## src/rtl/pwmt_pkg.sv

```systemverilog
package pwmt_pkg;

   typedef enum logic [1:0] {
      CM_UP   = 2'd0,
      CM_DOWN = 2'd1,
      CM_TRI  = 2'd2,
      CM_RSV  = 2'd3
   } cnt_mode_e;

   typedef struct packed {
      logic [1:0] cap_en;
      logic       xfer_bot;
      logic       xfer_top;
      logic       buf_en;
      cnt_mode_e  mode;
   } ctrl_t;

   localparam int unsigned CTRL_W = $bits(ctrl_t);

   localparam logic [2:0] A_CTRL   = 3'd0;
   localparam logic [2:0] A_PERIOD = 3'd1;
   localparam logic [2:0] A_CC0    = 3'd2;
   localparam logic [2:0] A_BUF0   = 3'd4;
   localparam logic [2:0] A_DEAD   = 3'd6;

endpackage

```

## src/rtl/pwmt_counter.sv

```systemverilog
module pwmt_counter
   import pwmt_pkg::*;
#(
   parameter int unsigned CNT_W = 16
) (
   input  logic             clk,
   input  logic             rst_n,
   input  cnt_mode_e        mode,
   input  logic [CNT_W-1:0] period,
   input  logic             tick,
   input  logic             trig_start,
   input  logic             trig_stop,
   input  logic             trig_clear,
   output logic [CNT_W-1:0] cnt,
   output logic             top_ev,
   output logic             bot_ev,
   output logic             ovf_irq,
   output logic             udf_irq,
   output logic             stepped
);

   localparam logic [CNT_W-1:0] ONE = CNT_W'(1);

   logic             run_q;
   logic             dir_dn_q;
   logic [CNT_W-1:0] cnt_q;
   logic [CNT_W-1:0] cnt_nx;
   logic             dir_nx;
   logic             at_top;
   logic             at_bot;
   logic             adv;

   assign adv = run_q & tick & ~trig_clear;

   always_comb begin
      cnt_nx = cnt_q;
      dir_nx = dir_dn_q;
      at_top = 1'b0;
      at_bot = 1'b0;
      case (mode)
         CM_DOWN: begin
            if (cnt_q == '0) begin
               cnt_nx = period;
               at_bot = 1'b1;
            end else begin
               cnt_nx = cnt_q - ONE;
            end
         end
         CM_TRI: begin
            if (!dir_dn_q) begin
               if (cnt_q >= period) begin
                  dir_nx = 1'b1;
                  at_top = 1'b1;
                  cnt_nx = (cnt_q == '0) ? '0 : cnt_q - ONE;
               end else begin
                  cnt_nx = cnt_q + ONE;
               end
            end else begin
               if (cnt_q == '0) begin
                  dir_nx = 1'b0;
                  at_bot = 1'b1;
                  cnt_nx = (period == '0) ? '0 : ONE;
               end else begin
                  cnt_nx = cnt_q - ONE;
               end
            end
         end
         default: begin
            if (cnt_q >= period) begin
               cnt_nx = '0;
               at_top = 1'b1;
            end else begin
               cnt_nx = cnt_q + ONE;
            end
         end
      endcase
   end

   assign top_ev = adv & at_top;
   assign bot_ev = adv & at_bot;

   always_ff @(posedge clk or negedge rst_n) begin
      if (!rst_n) begin
         run_q    <= 1'b0;
         dir_dn_q <= 1'b0;
         cnt_q    <= '0;
         ovf_irq  <= 1'b0;
         udf_irq  <= 1'b0;
         stepped  <= 1'b0;
      end else begin
         if (trig_stop)
            run_q <= 1'b0;
         else if (trig_start)
            run_q <= 1'b1;
         if (trig_clear) begin
            cnt_q    <= (mode == CM_DOWN) ? period : '0;
            dir_dn_q <= 1'b0;
         end else if (adv) begin
            cnt_q    <= cnt_nx;
            dir_dn_q <= dir_nx;
         end
         ovf_irq <= top_ev;
         udf_irq <= bot_ev;
         stepped <= adv;
      end
   end

   assign cnt = cnt_q;


   up_step_chk: assert property (@(posedge clk) disable iff (!rst_n)
      (run_q && tick && !trig_clear && mode == CM_UP && cnt_q < period)
      |=> (cnt_q == $past(cnt_q) + ONE));


   crest_turn_chk: assert property (@(posedge clk) disable iff (!rst_n)
      (mode == CM_TRI && top_ev) |=> dir_dn_q);


   pulse_excl_chk: assert property (@(posedge clk) disable iff (!rst_n)
      !(ovf_irq && udf_irq));


   pulse_cause_chk: assert property (@(posedge clk) disable iff (!rst_n)
      (ovf_irq || udf_irq) |-> $past(run_q && tick));

endmodule

```

## src/rtl/pwmt_cc_bank.sv

```systemverilog
module pwmt_cc_bank
   import pwmt_pkg::*;
#(
   parameter int unsigned CNT_W    = 16,
   parameter bit          SYNC_CAP = 1'b1
) (
   input  logic                  clk,
   input  logic                  rst_n,
   input  logic                  wr_en,
   input  logic [2:0]            wr_addr,
   input  logic [CNT_W-1:0]      wr_data,
   input  logic                  buf_en,
   input  logic                  xfer_top,
   input  logic                  xfer_bot,
   input  logic [1:0]            cap_en,
   input  logic                  top_ev,
   input  logic                  bot_ev,
   input  logic [CNT_W-1:0]      cnt,
   input  logic [1:0]            cap_in,
   output logic [1:0][CNT_W-1:0] cc_val,
   output logic [1:0][CNT_W-1:0] bf_val
);

   localparam int unsigned N_CH = 2;

   logic xfer_now;
   assign xfer_now = buf_en & ((top_ev & xfer_top) | (bot_ev & xfer_bot));

   for (genvar g = 0; g < N_CH; g++) begin : g_ch
      logic rise;
      logic cc_hit;
      logic bf_hit;

      if (SYNC_CAP) begin : g_sync
         logic s1_q;
         logic s2_q;
         always_ff @(posedge clk or negedge rst_n) begin
            if (!rst_n) begin
               s1_q <= 1'b0;
               s2_q <= 1'b0;
            end else begin
               s1_q <= cap_in[g];
               s2_q <= s1_q;
            end
         end
         assign rise = s1_q & ~s2_q;
      end else begin : g_direct
         logic d_q;
         always_ff @(posedge clk or negedge rst_n) begin
            if (!rst_n) d_q <= 1'b0;
            else        d_q <= cap_in[g];
         end
         assign rise = cap_in[g] & ~d_q;
      end

      assign cc_hit = wr_en && (wr_addr == (A_CC0 + 3'(g)));
      assign bf_hit = wr_en && (wr_addr == (A_BUF0 + 3'(g)));

      always_ff @(posedge clk or negedge rst_n) begin
         if (!rst_n) begin
            cc_val[g] <= '0;
            bf_val[g] <= '0;
         end else begin
            if (cap_en[g] && rise)
               cc_val[g] <= cnt;
            else if (cc_hit)
               cc_val[g] <= wr_data;
            else if (xfer_now && !cap_en[g])
               cc_val[g] <= bf_val[g];
            if (bf_hit)
               bf_val[g] <= wr_data;
         end
      end


      cap_latch_chk: assert property (@(posedge clk) disable iff (!rst_n)
         (cap_en[g] && rise) |=> (cc_val[g] == $past(cnt)));


      cc_hold_chk: assert property (@(posedge clk) disable iff (!rst_n)
         (!(cap_en[g] && rise) && !cc_hit && !xfer_now) |=> $stable(cc_val[g]));
   end

endmodule

```

## src/rtl/pwmt_deadband.sv

```systemverilog
module pwmt_deadband #(
   parameter int unsigned DT_W = 8
) (
   input  logic            clk,
   input  logic            rst_n,
   input  logic            raw,
   input  logic [DT_W-1:0] dead,
   output logic            out_hi,
   output logic            out_lo
);

   localparam logic [DT_W-1:0] ONE = DT_W'(1);

   logic            rq;
   logic [DT_W-1:0] dt_q;
   logic            changed;

   assign changed = (raw != rq);

   always_ff @(posedge clk or negedge rst_n) begin
      if (!rst_n) begin
         rq     <= 1'b0;
         dt_q   <= '0;
         out_hi <= 1'b0;
         out_lo <= 1'b0;
      end else if (changed) begin
         rq   <= raw;
         dt_q <= dead;
         if (dead == '0) begin
            out_hi <= raw;
            out_lo <= ~raw;
         end else begin
            out_hi <= 1'b0;
            out_lo <= 1'b0;
         end
      end else if (dt_q != '0) begin
         dt_q <= dt_q - ONE;
         if (dt_q == ONE) begin
            out_hi <= rq;
            out_lo <= ~rq;
         end
      end else begin
         out_hi <= rq;
         out_lo <= ~rq;
      end
   end


   no_overlap_chk: assert property (@(posedge clk) disable iff (!rst_n)
      !(out_hi && out_lo));


   gap_open_chk: assert property (@(posedge clk) disable iff (!rst_n)
      (changed && dead != '0) |=> (!out_hi && !out_lo));

endmodule

```

## src/rtl/pwm_tri_timer.sv

```systemverilog
module pwm_tri_timer
   import pwmt_pkg::*;
#(
   parameter int unsigned CNT_W    = 16,
   parameter int unsigned DT_W     = 8,
   parameter bit          SYNC_CAP = 1'b1
) (
   input  logic             clk,
   input  logic             rst_n,
   input  logic             wr_en,
   input  logic [2:0]       wr_addr,
   input  logic [CNT_W-1:0] wr_data,
   input  logic             tick,
   input  logic             trig_start,
   input  logic             trig_stop,
   input  logic             trig_clear,
   input  logic [1:0]       cap_in,
   output logic [CNT_W-1:0] count,
   output logic [CNT_W-1:0] cc0_val,
   output logic [CNT_W-1:0] cc1_val,
   output logic             pwm_hi,
   output logic             pwm_lo,
   output logic             ovf_irq,
   output logic             udf_irq,
   output logic             adc_trig
);

   initial begin
      width_range_chk: assert (CNT_W >= CTRL_W && CNT_W <= 32)
         else $error("CNT_W must lie between %0d and 32", CTRL_W);
      dead_range_chk: assert (DT_W >= 1 && DT_W <= CNT_W)
         else $error("DT_W must lie between 1 and CNT_W");
   end

   ctrl_t            ctrl_q;
   logic [CNT_W-1:0] period_q;
   logic [DT_W-1:0]  dead_q;

   always_ff @(posedge clk or negedge rst_n) begin
      if (!rst_n) begin
         ctrl_q   <= '0;
         period_q <= '0;
         dead_q   <= '0;
      end else if (wr_en) begin
         case (wr_addr)
            A_CTRL:   ctrl_q   <= ctrl_t'(wr_data[CTRL_W-1:0]);
            A_PERIOD: period_q <= wr_data;
            A_DEAD:   dead_q   <= wr_data[DT_W-1:0];
            default:  ;
         endcase
      end
   end

   logic [CNT_W-1:0]      cnt;
   logic                  top_ev;
   logic                  bot_ev;
   logic                  stepped;
   logic [1:0][CNT_W-1:0] cc_val;
   logic [1:0][CNT_W-1:0] bf_val;
   logic                  raw;

   pwmt_counter #(.CNT_W(CNT_W)) u_cnt (
      .clk        (clk),
      .rst_n      (rst_n),
      .mode       (ctrl_q.mode),
      .period     (period_q),
      .tick       (tick),
      .trig_start (trig_start),
      .trig_stop  (trig_stop),
      .trig_clear (trig_clear),
      .cnt        (cnt),
      .top_ev     (top_ev),
      .bot_ev     (bot_ev),
      .ovf_irq    (ovf_irq),
      .udf_irq    (udf_irq),
      .stepped    (stepped)
   );

   pwmt_cc_bank #(.CNT_W(CNT_W), .SYNC_CAP(SYNC_CAP)) u_cc (
      .clk      (clk),
      .rst_n    (rst_n),
      .wr_en    (wr_en),
      .wr_addr  (wr_addr),
      .wr_data  (wr_data),
      .buf_en   (ctrl_q.buf_en),
      .xfer_top (ctrl_q.xfer_top),
      .xfer_bot (ctrl_q.xfer_bot),
      .cap_en   (ctrl_q.cap_en),
      .top_ev   (top_ev),
      .bot_ev   (bot_ev),
      .cnt      (cnt),
      .cap_in   (cap_in),
      .cc_val   (cc_val),
      .bf_val   (bf_val)
   );

   assign raw = ctrl_q.buf_en ? (cnt < cc_val[0])
                              : ((cnt >= cc_val[0]) && (cnt < bf_val[0]));

   pwmt_deadband #(.DT_W(DT_W)) u_db (
      .clk    (clk),
      .rst_n  (rst_n),
      .raw    (raw),
      .dead   (dead_q),
      .out_hi (pwm_hi),
      .out_lo (pwm_lo)
   );

   assign adc_trig = stepped &
                     ((cnt == cc_val[1]) | (~ctrl_q.buf_en & (cnt == bf_val[1])));

   assign count   = cnt;
   assign cc0_val = cc_val[0];
   assign cc1_val = cc_val[1];


   adc_step_chk: assert property (@(posedge clk) disable iff (!rst_n)
      adc_trig |-> $past(tick));

endmodule

```

## config.mk

```make
export PLATFORM = sky130hd
export DESIGN_NAME = pwm_tri_timer
export DESIGN_NICKNAME = d
export VERILOG_FILES = /design/src/rtl/pwmt_pkg.sv /design/src/rtl/pwmt_counter.sv /design/src/rtl/pwmt_cc_bank.sv /design/src/rtl/pwmt_deadband.sv /design/src/rtl/pwm_tri_timer.sv
export SDC_FILE = /design/constraint.sdc
export NUM_CORES = 1
export LEC_CHECK = 0
export CAP_MARGIN = 10
export CORE_MARGIN = 2
export CORE_UTILIZATION = 40
export CTS_CLUSTER_DIAMETER = 80
export DETAILED_ROUTE_END_ITERATION = 10
export PLACE_DENSITY_LB_ADDON = 0.15
export SYNTH_ARGS = -nofsm -noshare
export SYNTH_HDL_FRONTEND = slang
export SYNTH_SLANG_ARGS = --single-unit
```

## constraint.sdc

```tcl
create_clock -name clk -period 8.41 [get_ports clk]
set_input_delay 0.841 -clock clk [delete_from_list [all_inputs] [get_ports clk]]
set_output_delay 0.841 -clock clk [all_outputs]
set_load 0.05 [all_outputs]
```

======== After elaboration in Yosys (flattened, before gate mapping) ========
Cells that the tools add are included.
word-level totals
  register bits ........................... 131
  input bits .............................. 28
  logic and storage cells ................. 131
cells by class
  order comparisons ....................... 4
  bitwise logic cells ..................... 19
  $add $sub $neg .......................... 3
  reduce and logical (&&, ||, !) cells .... 26
  multiplexer cells ....................... 41
  equal/unequal tests ..................... 13
operators by type and width
  cell                     number
  $mux W16                 15
  $eq A16 B16 Y1           2
  $ge A16 B16 Y1           2
  $logic_not A16 Y1        2
  $lt A16 B16 Y1           2
  $pmux W16 S2             1
  $mux W1                  21
  $add A16 B1 Y16 const B  1
  $mux W8                  2
  $sub A16 B1 Y16 const B  1
  $and A1 B1 Y1            11
  $eq A3 B3 Y1 const B     3
  $logic_and A1 B1 Y1      9
  $eq A8 B1 Y1 const B     1
  $logic_not A8 Y1         1
  $reduce_and A2 Y1        4
  $reduce_bool A2 Y1       4
  $reduce_bool A8 Y1       1
  $sub A8 B1 Y8 const B    1
  $eq A3 B2 Y1 const B     2
  $not A1 Y1               6
  $reduce_bool A3 Y1       2
  $pmux W1 S2              2
  $eq A3 B1 Y1 const B     1
  7 further kinds          9

======== Longest topological paths before layout ========
  depth after elaboration ................. 12
  mapped depth ............................ 12
  gate-level depth less buffers ........... 9

======== Modules after synthesis ========
Synthesis repeated with hierarchy kept, for this count alone.
unflattened totals
  cell total of the unflattened synthesis .. 933
  area, all modules ....................... 8,655.8 um^2
by module, submodules not included
  module         seq. area each (um^2)  instances  area an instance (um^2)  cells each
  pwmt_cc_bank   1,701.6                1          3,300.7                  330
  pwm_tri_timer  775.7                  1          2,381.0                  227
  pwmt_counter   525.5                  1          2,250.9                  300
  pwmt_deadband  275.3                  1          723.2                    76

======== Least setup slack after synthesis ========
Ideal clock, no wire load.
  path type ............................... reg2reg
  start point ............................. register u_cnt.cnt_q[0] (netlist: u_cnt.cnt[0])
  end point ............................... register u_cc.cc_val[22] (netlist bit)
  arrival time ............................ 3.157 ns
  required time ........................... 8.285 ns
  stages on the path, launching flop included .. 12
  clock period less this slack ............ 3.282 ns
  buffers on the path ..................... 2
  setup slack ............................. 5.128 ns
  path through ............................ dfrtp_1 > buf_2 > inv_1 > ha_1 > nand2b_1 > a2111o_1 > a32oi_2 > nand2_1 > a32oi_2 > o311ai_4 > buf_6 > mux2_4
on the way
  longest elaborated chain between the ends .. 10
ends and longest elaborated chain
  what                                                 line                                    RTL
  start, declared                                      pwmt_counter.sv:26                      logic [CNT_W-1:0] cnt_q;
  start signal, assigned                               pwmt_counter.sv:96                      cnt_q <= (mode == CM_DOWN) ? period : '0;
  start signal, assigned                               pwmt_counter.sv:99                      cnt_q <= cnt_nx;
  $ge A16 B16 Y1 or $logic_not A16 Y1 (tied branches)  --
  $mux W1, on equally long branches                    --
  $mux W1                                              pwmt_counter.sv:50                      if (!dir_dn_q) begin
  $pmux W1 S2                                          pwmt_counter.sv:40                      case (mode)
  $and A1 B1 Y1, on equally long branches              pwmt_counter.sv:79, pwmt_counter.sv:80
  $and A1 B1 Y1                                        pwmt_cc_bank.sv:27                      assign xfer_now = buf_en & ((top_ev & xfer_top) | (bot_ev & xfer_bot));
  $or A1 B1 Y1 (*)                                     pwmt_cc_bank.sv:27
  $and A1 B1 Y1 (*)                                    pwmt_cc_bank.sv:27
  $logic_and A1 B1 Y1 (*)                              pwmt_cc_bank.sv:68                      else if (xfer_now && !cap_en[g])
  $reduce_bool A3 Y1 (no line) (*)                     --
  end signal, assigned by index                        pwmt_cc_bank.sv:65                      cc_val[g] <= cnt;
  end signal, assigned by index                        pwmt_cc_bank.sv:67                      cc_val[g] <= wr_data;
  end signal, assigned by index                        pwmt_cc_bank.sv:69                      cc_val[g] <= bf_val[g];
  end, declared                                        pwmt_cc_bank.sv:20                      output logic [1:0][CNT_W-1:0] cc_val,
Every way passes the cells marked *; elsewhere a longest branch is shown, timed or not.
A chain may end at the register's enable or synchronous reset.

======== Worst setup path after layout ========
  start point ............................. register u_cnt.cnt_q[7] (netlist: u_cnt.cnt[7])
  end point ............................... output adc_trig
on the way
  longest elaborated chain between the ends .. 4
ends and longest elaborated chain
  what               line                  RTL
  $eq A16 B16 Y1     pwm_tri_timer.sv:110  ((cnt == cc_val[1]) | (~ctrl_q.buf_en & (cnt == bf_val[1])));
  $and A1 B1 Y1      pwm_tri_timer.sv:110
  $or A1 B1 Y1 (*)   pwm_tri_timer.sv:110
  $and A1 B1 Y1 (*)  pwm_tri_timer.sv:109  assign adc_trig = stepped &
  end, declared      pwm_tri_timer.sv:25   output logic adc_trig
Marked as above.

==> impl_metrics.csv <==
group,metric,value,unit
layout,fill_cells,1993,
global_route,grt_max_degree,74,
sta,worst_pin_slew,1.14,ns
global_route,grt_antenna_before_repair,0,
critical_path,crit_path_end_kind,"primary output",
placed_design,post-dp-hpwl,17500,um
synth,synth_cell_types,66,
synth,synthFlopType,"dfrtp_1",
flow_run,cap_viol_max_count,0,
status,status,"completed",
placed_design,io_buffer_count,80,
sta,hold_viol,0,
layout,n_antenna_cell,0,
floorplan,io-pin-count,81,
synth,syn_area,8480,um2
floorplan,start_util,0.406,
floorplan,dieWidth,150,um
cts,cts_tree,"yes",
power,power-per-cell-area,321,nW/um2
critical_path,cp-start-kind,"flip-flop",
power,ir_drop,143,uV
cts,h-tree-depth,4,
cts,cts.hold.buffers_added,0,
cts,cts_buffer_depth,2,
cts,clk_latency,0.42,ns
synth,synth_top_area_frac,0.387,
synth,synthesis.nets,997,
layout,fin_nets,1051,
synth,synth-seq-cells,131,
sta,skew,0.00805,ns
drt,vias,6903,
critical_path,path_buf_inv,1,
cts,path_clk_slew,0.06,ns
drt,drc_errors,0,
cts,cts_sinks,131,
sta,relSlewSlack,0.235,
layout,multi_input_area,4760,um2
floorplan,dieArea,22400,um2
global_route,grt_pass1_wl,38600,um
critical_path,critPathArrivalTime,3.09,ns
critical_path,cp.required,7.57,ns
synth,ys_seq_area_frac,0.387,
critical_path,critPathMaxFanout,16,
power,p_clk_frac,0.225,
sta,grt_setup_unrepaired,"false",
synth,yosys_warnings,0,
min_path,min-delay-path-class,"reg -> reg",
sta,period_needed,3.93,ns
power,switchingPower,1400,uW
synth,synth_edf_count,0,
synth,async_flop_share,1.00,
global_route,grt_pass1_vias,6738,
placed_design,dpl.cell_count,1225,
cts,cts-root-buf,"clkbuf_16",
drt,dr.pass1.iters,5,
drt,vias_per_cell,5.49,
critical_path,cp_slowest_stage_delay,0.89,ns
floorplan,core_area,20900,um2
power,pwr-share-comb,0.442,
synth,synth_commonest_cells,"dfrtp_1 (131), nand2_1 (107), o21ai_0 (84), inv_1 (62), nor2_1 (57)",
layout,final-seq-area,3280,um2
cts,ctsResizeCount,0,
sta,max_freq,254,MHz
cts,post-cts-setup-buffers,0,
floorplan,die_height,150,um
critical_path,path_cells,"xor2_1 -> nor4_1 -> nand4_1 -> nor3_1 -> o21a_1 -> clkdlybuf4s50_1",
floorplan,core.rowCount,53,
sta,report.final.slew_viol_count,0,
layout,final_cells,1257,
synth,synth_most_common_cell,"dfrtp_1",
synth,synth.area.top_cells,"dfrtp_1 (39%), ha_1 (8.0%), mux2_2 (5.8%)",
synth,synthCells,915,
cts,cts_buffers,17,
power,seq_power_share,0.334,
drt,drt_iter0_drc,443,
drt,ant_nets,0,
layout,area_growth,18.5,%
power,power.internal,1820,uW
sta,finalCritPeriodShare,0.468,
synth,synth_area_leader_cell,"dfrtp_1",
critical_path,critPathKind,"reg -> out",
drt,wl,23800,um
placed_design,place.gp.congestion,0.889,
global_route,grt_use_total,0.224,
synth,synth_area_per_cell,9.27,um2
layout,drive_gt1_frac,0.112,
drt,avgRoutedWirePerCell,18.9,um
critical_path,crit_path_top_delay_cell,"dfrtp_1",
power,p_leak,0.00435,uW
global_route,grt_overflow,0,
critical_path,crit_family,"flip-flops",
sta,setup_viol,0,
sta,tns,0,ns
power,sw_frac_of_total,0.433,
[power by group through the flow]
stage	Clock (uW)	Sequential [uW]	Combinational, uW
2_1_floorplan	0	1260	774
3_3_place_gp	0	1080	1410
3_5_place_dp	0	1080	1430
4_1_cts	737	1070	1430
5_1_grt	769	1110	1560
6_report	723	1070	1420
[kinds of logic (layout without fill, tap and decap cells)]
| family | after synthesis | count (layout) | share of synthesized area |
|---|---|---|---|
| flip-flops | 131 | 131 | 0.387 |
| multiplexers | 76 | 76 | 0.102 |
| XOR/XNOR | 52 | 52 | 0.0546 |
| adder cells (fa/ha/maj) | 54 | 54 | 0.0797 |
| AND/OR/NAND/NOR | 274 | 274 | 0.160 |
| AO/OA/AOI/OAI | 214 | 214 | 0.164 |
| buffers and inverters | 114 | 181 | 0.0531 |
[metrics by stage]
| stage | utilization | power, uW | area (um2) | setup slack, ns | hold WS (ns) |
|---|---|---|---|---|---|
| final | 0.481 | 3220 | 10000 | 4.48 | 0.380 |
| after global routing | 0.481 | 3430 | 10000 | 4.31 | 0.389 |
| after CTS | 0.481 | 3240 | 10000 | 4.47 | 0.387 |
| after detailed placement | 0.453 | 2510 | 9470 | 4.34 | 0.374 |
| after global placement | 0.453 | 2490 | 9470 | 4.34 | 0.365 |
| after floorplan | - | 2040 | 8480 | 5.13 | 0.354 |
[routing by layer]
layer | global-route usage | vias to the layer above | share of wire
li1 | - | 3376 | -
met4 | 0.0752 | 0 | 0.026
met2 | 0.357 | 193 | 0.46
met5 | 0 | - | 0
met1 | 0.311 | 3295 | 0.47
met3 | 0.0345 | 39 | 0.041
[area by class of cell]
| class | count | area share |
|---|---|---|
| clock buffer | 21 | 0.0468 |
| clock inverter | 11 | 0.0102 |
| inverter | 62 | 0.0232 |
| multi-input combinational | 670 | 0.474 |
| sequential | 131 | 0.326 |
| tap | 275 | 0.0343 |
| timing repair buffer | 87 | 0.0851 |
[final timing paths]
path                                               start                       end  depth (start not counted)  slack (ns)
worst max register to register              u_cnt.cnt[0]           u_cc.cc_val[20]                          8        4.69
worst min-delay path            u_cc.g_ch[0].g_sync.s1_q  u_cc.g_ch[0].g_sync.s2_q                          0        0.38
min in group asynchronous                          rst_n              u_db.dt_q[2]                          1        0.43
max in group asynchronous                          rst_n           u_cc.bf_val[30]                          2        6.65
worst min register to register  u_cc.g_ch[0].g_sync.s1_q  u_cc.g_ch[0].g_sync.s2_q                          0        0.38
worst max-delay path                        u_cnt.cnt[7]                  adc_trig                          6        4.48
[flip-flops by register name (all words and copies together), names as in the netlist]
| register | cells |
|---|---|
| dead_q | 8 |
| u_cnt.ovf_irq | 1 |
| ctrl_q | 7 |
| u_cc.bf_val | 32 |
| u_cc.g_ch.g_sync.s1_q | 2 |
| period_q | 16 |
| u_db.out_lo | 1 |
| u_cc.cc_val | 32 |
| u_cnt.udf_irq | 1 |
| u_db.out_hi | 1 |
| u_db.dt_q | 8 |
| u_cnt.dir_dn_q | 1 |
| u_cnt.cnt | 16 |
| u_cnt.stepped | 1 |
| u_cc.g_ch.g_sync.s2_q | 2 |
| u_cnt.run_q | 1 |
| u_db.rq | 1 |
[layout by cell type, fill, tap and decap left out, types with 4 or more instances in the layout]
cell type and count:
o21a_1 4, buf_4 7, and3_1 5, nor3_1 14, mux2_4 10, xor2_1 18
nor2b_1 4, a222oi_1 5, nor4_1 13, a211o_1 4, nand4_1 17, clkbuf_16 17
nand2_1 107, o21ai_0 84, a221oi_1 10, o211ai_1 18, inv_1 62, nand2b_1 7
and2_1 4, a21oi_1 51, ha_1 54, mux2i_1 22, a211oi_1 4, nor2_1 56
nand3_1 23, xnor2_1 33, nand3b_1 4, clkdlybuf4s50_1 79, dfrtp_1 131, mux2_2 44
[worst register-to-register path, stage by stage (launching register included)]
cell	delay, ns
dfrtp_1	0.56
inv_1	0.34
ha_1	0.19
nor4b_2	0.26
nand4_2	0.43
nor4_4	0.41
a32oi_2	0.12
o311ai_4	0.87
mux2_2	0.42
Power figures use the tool's default switching activity.
